==> src/rtl/mwd_pkg.sv <==
package mwd_pkg;
  // Default geometry of the decoder.
  localparam int unsigned ADDR_W_DEF  = 32;
  localparam int unsigned GRAN_W_DEF  = 20;  // implicit low bits of a boundary
  localparam int unsigned REG_W_DEF   = 16;
  localparam int unsigned NUM_WIN_DEF = 2;

  // Window indices; cfg_sel = {window, is_limit}.
  localparam int unsigned WIN_NP = 0;
  localparam int unsigned WIN_PF = 1;

  typedef enum logic {
    BOUND_BASE  = 1'b0,
    BOUND_LIMIT = 1'b1
  } bound_e;
endpackage

==> src/rtl/mwd_regfile.sv <==
module mwd_regfile #(
  parameter int unsigned NUM_WIN = 2,
  parameter int unsigned REG_W   = 16,
  parameter int unsigned FIELD_W = 12,
  parameter int unsigned SEL_W   = 2,
  parameter int unsigned BE_W    = 2
) (
  input  logic                       clk,
  input  logic                       rst,
  input  logic                       wr_en,
  input  logic                       rd_en,
  input  logic [SEL_W-1:0]           sel,
  input  logic [BE_W-1:0]            be,
  input  logic [REG_W-1:0]           wdata,
  output logic [REG_W-1:0]           rdata,
  output logic [NUM_WIN*FIELD_W-1:0] base_flat,
  output logic [NUM_WIN*FIELD_W-1:0] limit_flat
);
  import mwd_pkg::*;

  localparam int unsigned LOW_W = REG_W - FIELD_W;

  logic [FIELD_W-1:0] base_q  [NUM_WIN];
  logic [FIELD_W-1:0] limit_q [NUM_WIN];

  logic [SEL_W-2:0] win_sel;
  bound_e           bnd_sel;

  assign win_sel = sel[SEL_W-1:1];
  assign bnd_sel = bound_e'(sel[0]);

  // Merge a write into a stored field. Each field bit sits at register
  // bit FIELD_BIT+LOW_W, and the byte enable of that byte gates it.
  function automatic logic [FIELD_W-1:0] merge_field(
    input logic [FIELD_W-1:0] old_f,
    input logic [REG_W-1:0]   wd,
    input logic [BE_W-1:0]    b
  );
    logic [FIELD_W-1:0] res;
    for (int i = 0; i < int'(FIELD_W); i++) begin
      res[i] = b[(i + int'(LOW_W)) / 8] ? wd[i + int'(LOW_W)] : old_f[i];
    end
    return res;
  endfunction

  // One base/limit storage pair per window.
  for (genvar w = 0; w < int'(NUM_WIN); w++) begin : g_win
    logic hit_sel;
    assign hit_sel = wr_en && (win_sel == w[SEL_W-2:0]);

    always_ff @(posedge clk) begin
      if (rst) begin
        base_q[w]  <= '0;
        limit_q[w] <= '0;
      end else if (hit_sel) begin
        if (bnd_sel == BOUND_BASE) base_q[w]  <= merge_field(base_q[w], wdata, be);
        else                       limit_q[w] <= merge_field(limit_q[w], wdata, be);
      end
    end

    assign base_flat[w*FIELD_W +: FIELD_W]  = base_q[w];
    assign limit_flat[w*FIELD_W +: FIELD_W] = limit_q[w];
  end

  // Registered read-back; the read-only low bits return zero.
  logic [FIELD_W-1:0] rd_field;
  always_comb begin
    rd_field = '0;
    for (int w = 0; w < int'(NUM_WIN); w++) begin
      if (win_sel == w[SEL_W-2:0]) begin
        rd_field = (bnd_sel == BOUND_BASE) ? base_q[w] : limit_q[w];
      end
    end
  end

  always_ff @(posedge clk) begin
    if (rst)        rdata <= '0;
    else if (rd_en) rdata <= {rd_field, {LOW_W{1'b0}}};
  end
endmodule

==> src/rtl/mwd_window_match.sv <==
module mwd_window_match #(
  parameter int unsigned FIELD_W = 12
) (
  input  logic [FIELD_W-1:0] addr_hi,
  input  logic [FIELD_W-1:0] base_f,
  input  logic [FIELD_W-1:0] limit_f,
  output logic               hit
);
  // A base sits on a block start and a limit on a block end, so only the
  // upper address bits need to be compared. An inverted pair claims nothing.
  logic ge_base;
  logic le_limit;

  assign ge_base  = (addr_hi >= base_f);
  assign le_limit = (addr_hi <= limit_f);
  assign hit      = ge_base && le_limit;
endmodule

==> src/rtl/mem_window_decoder.sv <==
module mem_window_decoder #(
  parameter int unsigned ADDR_W  = mwd_pkg::ADDR_W_DEF,
  parameter int unsigned GRAN_W  = mwd_pkg::GRAN_W_DEF,
  parameter int unsigned REG_W   = mwd_pkg::REG_W_DEF,
  parameter int unsigned NUM_WIN = mwd_pkg::NUM_WIN_DEF,
  localparam int unsigned FIELD_W = ADDR_W - GRAN_W,
  localparam int unsigned SEL_W   = $clog2(NUM_WIN) + 1,
  localparam int unsigned BE_W    = REG_W / 8
) (
  input  logic              clk,
  input  logic              rst,
  input  logic              cfg_wr_en,
  input  logic              cfg_rd_en,
  input  logic [SEL_W-1:0]  cfg_sel,
  input  logic [BE_W-1:0]   cfg_be,
  input  logic [REG_W-1:0]  cfg_wdata,
  output logic [REG_W-1:0]  cfg_rdata,
  input  logic              req_valid,
  input  logic [ADDR_W-1:0] req_addr,
  output logic              hit_valid,
  output logic              hit_np,
  output logic              hit_pf
);
  import mwd_pkg::*;

  logic [NUM_WIN*FIELD_W-1:0] base_flat;
  logic [NUM_WIN*FIELD_W-1:0] limit_flat;
  logic [NUM_WIN-1:0]         hit_comb;
  logic [NUM_WIN-1:0]         hit_q;
  logic                       vld_q;

  mwd_regfile #(
    .NUM_WIN(NUM_WIN),
    .REG_W  (REG_W),
    .FIELD_W(FIELD_W),
    .SEL_W  (SEL_W),
    .BE_W   (BE_W)
  ) u_regs (
    .clk       (clk),
    .rst       (rst),
    .wr_en     (cfg_wr_en),
    .rd_en     (cfg_rd_en),
    .sel       (cfg_sel),
    .be        (cfg_be),
    .wdata     (cfg_wdata),
    .rdata     (cfg_rdata),
    .base_flat (base_flat),
    .limit_flat(limit_flat)
  );

  // One comparator per window, all evaluated in parallel.
  for (genvar w = 0; w < int'(NUM_WIN); w++) begin : g_cmp
    mwd_window_match #(.FIELD_W(FIELD_W)) u_match (
      .addr_hi(req_addr[ADDR_W-1:GRAN_W]),
      .base_f (base_flat[w*FIELD_W +: FIELD_W]),
      .limit_f(limit_flat[w*FIELD_W +: FIELD_W]),
      .hit    (hit_comb[w])
    );
  end

  // Registered result, qualified by the strobe.
  always_ff @(posedge clk) begin
    if (rst) begin
      vld_q <= 1'b0;
      hit_q <= '0;
    end else begin
      vld_q <= req_valid;
      hit_q <= req_valid ? hit_comb : '0;
    end
  end

  assign hit_valid = vld_q;
  assign hit_np    = hit_q[WIN_NP];
  assign hit_pf    = hit_q[WIN_PF];
endmodule

==> config.mk <==
export PLATFORM = sky130hd
export DESIGN_NAME = mem_window_decoder
export DESIGN_NICKNAME = d
export VERILOG_FILES = /design/src/rtl/mwd_pkg.sv /design/src/rtl/mwd_regfile.sv /design/src/rtl/mwd_window_match.sv /design/src/rtl/mem_window_decoder.sv
export SDC_FILE = /design/constraint.sdc
export NUM_CORES = 1
export LEC_CHECK = 0
export CORE_MARGIN = 2
export CORE_UTILIZATION = 45
export CTS_BUF_LIST = sky130_fd_sc_hd__clkbuf_2 sky130_fd_sc_hd__clkbuf_4 sky130_fd_sc_hd__clkbuf_8
export CTS_CLUSTER_SIZE = 16
export DETAILED_ROUTE_END_ITERATION = 16
export DONT_BUFFER_PORTS = 1
export GPL_TIMING_DRIVEN = 0
export PLACE_DENSITY = 0.66
export SLEW_MARGIN = 30
export SYNTH_ARGS = -nofsm -noshare
export SYNTH_HDL_FRONTEND = slang
export SYNTH_SLANG_ARGS = --single-unit
==> constraint.sdc <==
create_clock -name clk -period 2 [get_ports clk]
set_clock_uncertainty 0.05 [all_clocks]
set_input_delay 0.2 -clock clk [delete_from_list [all_inputs] [get_ports clk]]
set_output_delay 0.2 -clock clk [all_outputs]
set_load 0.05 [all_outputs]
# Word-level counts from Yosys, hierarchy flattened
# Memory sizes are Yosys's and may differ from the RTL's.
# Cells that the tools add are included.
[op_classes]
n_lt_le_gt_ge = 4
muxes = 71
bitwise = 6
reduce_logical = 5
[ops]
columns = ["cell", "count"]
rows = [
  ["12-bit 2-to-1 mux", 7],
  ["1-bit 2-to-1 mux", 64],
  ["12-bit >= comparator", 2],
  ["12-bit <= comparator", 2],
  ["1-bit logical AND", 4],
  ["1-bit bitwise OR", 4],
  ["1-bit NOT", 2],
  ["2-bit OR reduction", 1],
]
[totals]
ff_bits = 15
ramBits = 48
inputBits = 57
output_inout_bits = 19
memories = 2
[memory_table]
columns = ["name", "depth", "word_bits", "read_ports", "rd_ports_with_merged_regs", "wr", "line_no", "source"]
rows = [
  ["u_regs.base_q", 2, 12, 2, 0, 2, "mwd_regfile.sv:23", "logic [FIELD_W-1:0] base_q [NUM_WIN];"],
  ["u_regs.limit_q", 2, 12, 2, 0, 2, "mwd_regfile.sv:24", "logic [FIELD_W-1:0] limit_q [NUM_WIN];"],
]

# Depth between registers and ports, before layout
[logic_depth]
ltp_word = 6
mapped_depth = 7
depth_no_buf = 7

# By module
# A second synthesis with hierarchy kept.
[hier_totals]
hier_cells = 357
area_unflattened_um2 = 3942.5
[by_module_without_submodules]
columns = ["module", "instances", "cells_per_inst", "area_per_inst_um2"]
rows = [
  ["mwd_regfile", 1, 187, 2672.6],
  ["mwd_window_match", 2, 82, 590.6],
  ["mem_window_decoder", 1, 6, 88.8],
]

# Worst setup path before layout
# Ideal clock, no wire load.
[synth_path]
path_type = "register to register"
start = "memory u_regs.base_q[1][0]"
end = "register hit_q[1]"
setup_time_ps = 126
t_arrival_ps = 1404
required_ps = 1824
path_slack_ps = 419
path_stages_with_launch = 7
path_cell_list = "edfxtp_1 > ha_1 > nand2b_1 > a2111oi_0 > nor4_1 > o21ai_0 > a32oi_1"
[synth_lines]
columns = ["item", "line_no", "source"]
rows = [
  ["start, declared", "mwd_regfile.sv:23", ""],
  ["end signal, assigned", "mem_window_decoder.sv:68", "hit_q <= req_valid ? hit_comb : '0;"],
  ["end, declared", "mem_window_decoder.sv:29", "logic [NUM_WIN-1:0] hit_q;"],
]

==> metrics.yaml <==
cts-root-buf: "clkbuf_8"
crit_type: "flip-flop to flip-flop"
drv_slew: 0
synthSimpleGateAreaFrac: 0.150
critPathLaunchType: "flip-flop"
vdd_drop_max_mv: 0.252
grtUsageTotal: 0.206
vias: 2662
synth_cell_types: 34
cts_setup_buffers: 0
worst_slew_pin_slew_ps: 559
power.density_nw_per_um2: 719
tns_ps: 0
routed_wl_um: 9300
finish.utilization: 0.509
seqCellArea_sq_um: 1740
finalInstanceArea_sq_um: 4370
ys_ff_latch: 63
drt_iter0_drc: 111
die_height_um: 97.2
die_area_sq_um: 9450
antenna_found_initial: 0
critPathMaxFanout: 2
cts_resized: 0
die_x_um: 97.2
cp-end-kind: "flip-flop"
avgSynthCellArea_sq_um: 11.3
grt_max_degree: 11
multi_input_area_sq_um: 1900
placementRows: 34
io_pins: 76
synth_top_family_by_area: "adder cells"
synth_xor_area_frac: 0
overflow: 0
insertion_delay_ps: 350
synth.area.mux_share: 0.110
drv_cap: 0
clk_path_buf_depth: 2
via_per_inst: 5.45
grt_pass1_wl_um: 14600
crit_arrival_ps: 2000
h-tree-depth: 3
core_sq_um: 8590
rsz0062_at_grt: "false"
cts_made_buffers: 9
drt_drc_violations_left: 0
slew_headroom: 0.627
insertedDiodeCount: 0
dpl_cell_area_sq_um: 4060
synth_cells: 347
nNetsFinal: 480
cts.sinks: 63
wl_per_cell_um: 19.0
io_buffers: 0
synth_fa_ha_area_frac: 0.154
cellLeakagePower_nw: 1.97
required_ps: 2200
finalSetupViolations: 0
ant_nets: 0
hold_class: "input pin to flip-flop"
hold_ws_ps: 6.28
place.gp.congestion: 0.886
drive_gt1_frac: 0.0711
ys.warnings.count: 0
nFillCells: 785
syn-cell-area_sq_um: 3910
seq_area_frac_synth: 0.445
status: "completed"
synth-compound-area-share: 0.0688
finalCriticalPeriod_ps: 1790
max_freq_mhz: 557
hold_violations: 0
start_util: 0.455
period_share: 0.897
first_pass_iters: 4
cts_tree: "built"
dp_hpwl_um: 7080
finalPower_mw: 3.14
grt_pass1_vias: 2734
path_clk_slew_ps: 80
area_growth_pct: 11.8
final_cell_mix: "and2_1, ha_1, edfxtp_1"
Yosys cell counts:
cell,count,area [sq um]
buf_6,2,22.5
buf_4,5,37.5
clkbuf_2,1,5.00
mux4_2,1,22.5
a21o_1,8,60.1
mux2i_1,12,120
nand2_1,14,52.6
o21ai_0,10,50.1
nand2b_1,5,31.3
nor3b_4,1,18.8
a21oi_1,22,110
a2111oi_0,1,8.76
and3b_1,1,8.76
ha_1,48,601
and3_1,1,6.26
clkbuf_1,5,18.8
nand3_1,1,5.00
or3_1,4,25.0
buf_8,1,15.0
nor2b_1,3,18.8
nor3_1,3,15.0
a22oi_1,1,7.51
nor4_1,1,6.26
conb_1,1,3.75
edfxtp_1,48,1440
a32oi_1,2,17.5
nand4_1,7,43.8
and2_1,48,300
mux4_1,11,289
nor2_1,15,56.3
inv_1,46,173
dfxtp_1,15,300
buf_2,1,5.00
o211ai_1,2,15.0
report_power, final:
group / switching [mW] / total [mW] / internal, mW / leakage (nW)
clock: 0.528 / 1.03 / 0.504 / 0.0906
sequential: 0.135 / 1.63 / 1.50 / 0.584
combinational: 0.259 / 0.477 / 0.218 / 1.29
total: 0.922 / 3.14 / 2.22 / 1.97
metrics by stage:
step,std cells,setup WS (ps)
3_3_place_gp,458,251
5_1_grt,488,106
2_1_floorplan,350,419
3_5_place_dp,458,217
4_1_cts,487,201
6_report,488,206
final cells by class:
class,instances,area share
Multi-Input combinational cell,226,0.436
Timing Repair Buffer,14,0.0321
Tap cell,108,0.0309
Buffer,15,0.0238
Clock inverter,4,0.00487
Inverter,46,0.0395
Clock buffer,12,0.0349
Sequential cell,63,0.398
sequential cells by signal, indices dropped and copies added (netlist names):
register,flops
hit_valid,1
u_regs.limit_q,24
u_regs.rdata,12
hit_q,2
u_regs.base_q,24
path summary, 6_finish.rpt:
kind	startpoint	to	slack, ps	depth (start not counted)
hold / removal	cfg_wdata[11]	u_regs.base_q[0][7]	6	1
hold reg to reg	u_regs.base_q[0][10]	u_regs.rdata[14]	690	3
setup reg to reg	u_regs.limit_q[0][1]	hit_q[0]	210	7
setup / recovery	u_regs.limit_q[0][1]	hit_q[0]	210	7
per-layer routing:
| layer | GRT usage | vias up | share of wire |
|---|---|---|---|
| li1 | - | 1280 | - |
| met5 | 0 | - | 0 |
| met2 | 0.341 | 74 | 0.49 |
| met4 | 0.0716 | 0 | 0.010 |
| met3 | 0.0604 | 10 | 0.069 |
| met1 | 0.258 | 1298 | 0.43 |
worst max-delay path, stage by stage, from the launching register on:
cell,delay [ps]
edfxtp_1,440
inv_1,80
ha_1,230
nor2b_1,140
o211ai_1,160
a21oi_1,80
or3_1,310
a32oi_1,230
what timing repair did:
action / 4_1_cts / 5_1_grt
hold buffers: 13 / 1
hold endpoints to repair: 37 / 1
setup endpoints to repair: 0 / 0
kinds of logic after synthesis:
family | count (synthesis)
buffers and inverters | 61
multiplexers | 24
AO/OA/AOI/OAI | 46
adder cells (fa/ha/maj) | 48
flip-flops | 63
AND/OR/NAND/NOR | 104
other | 1
Note: power is estimated with default switching activity, not from simulation.
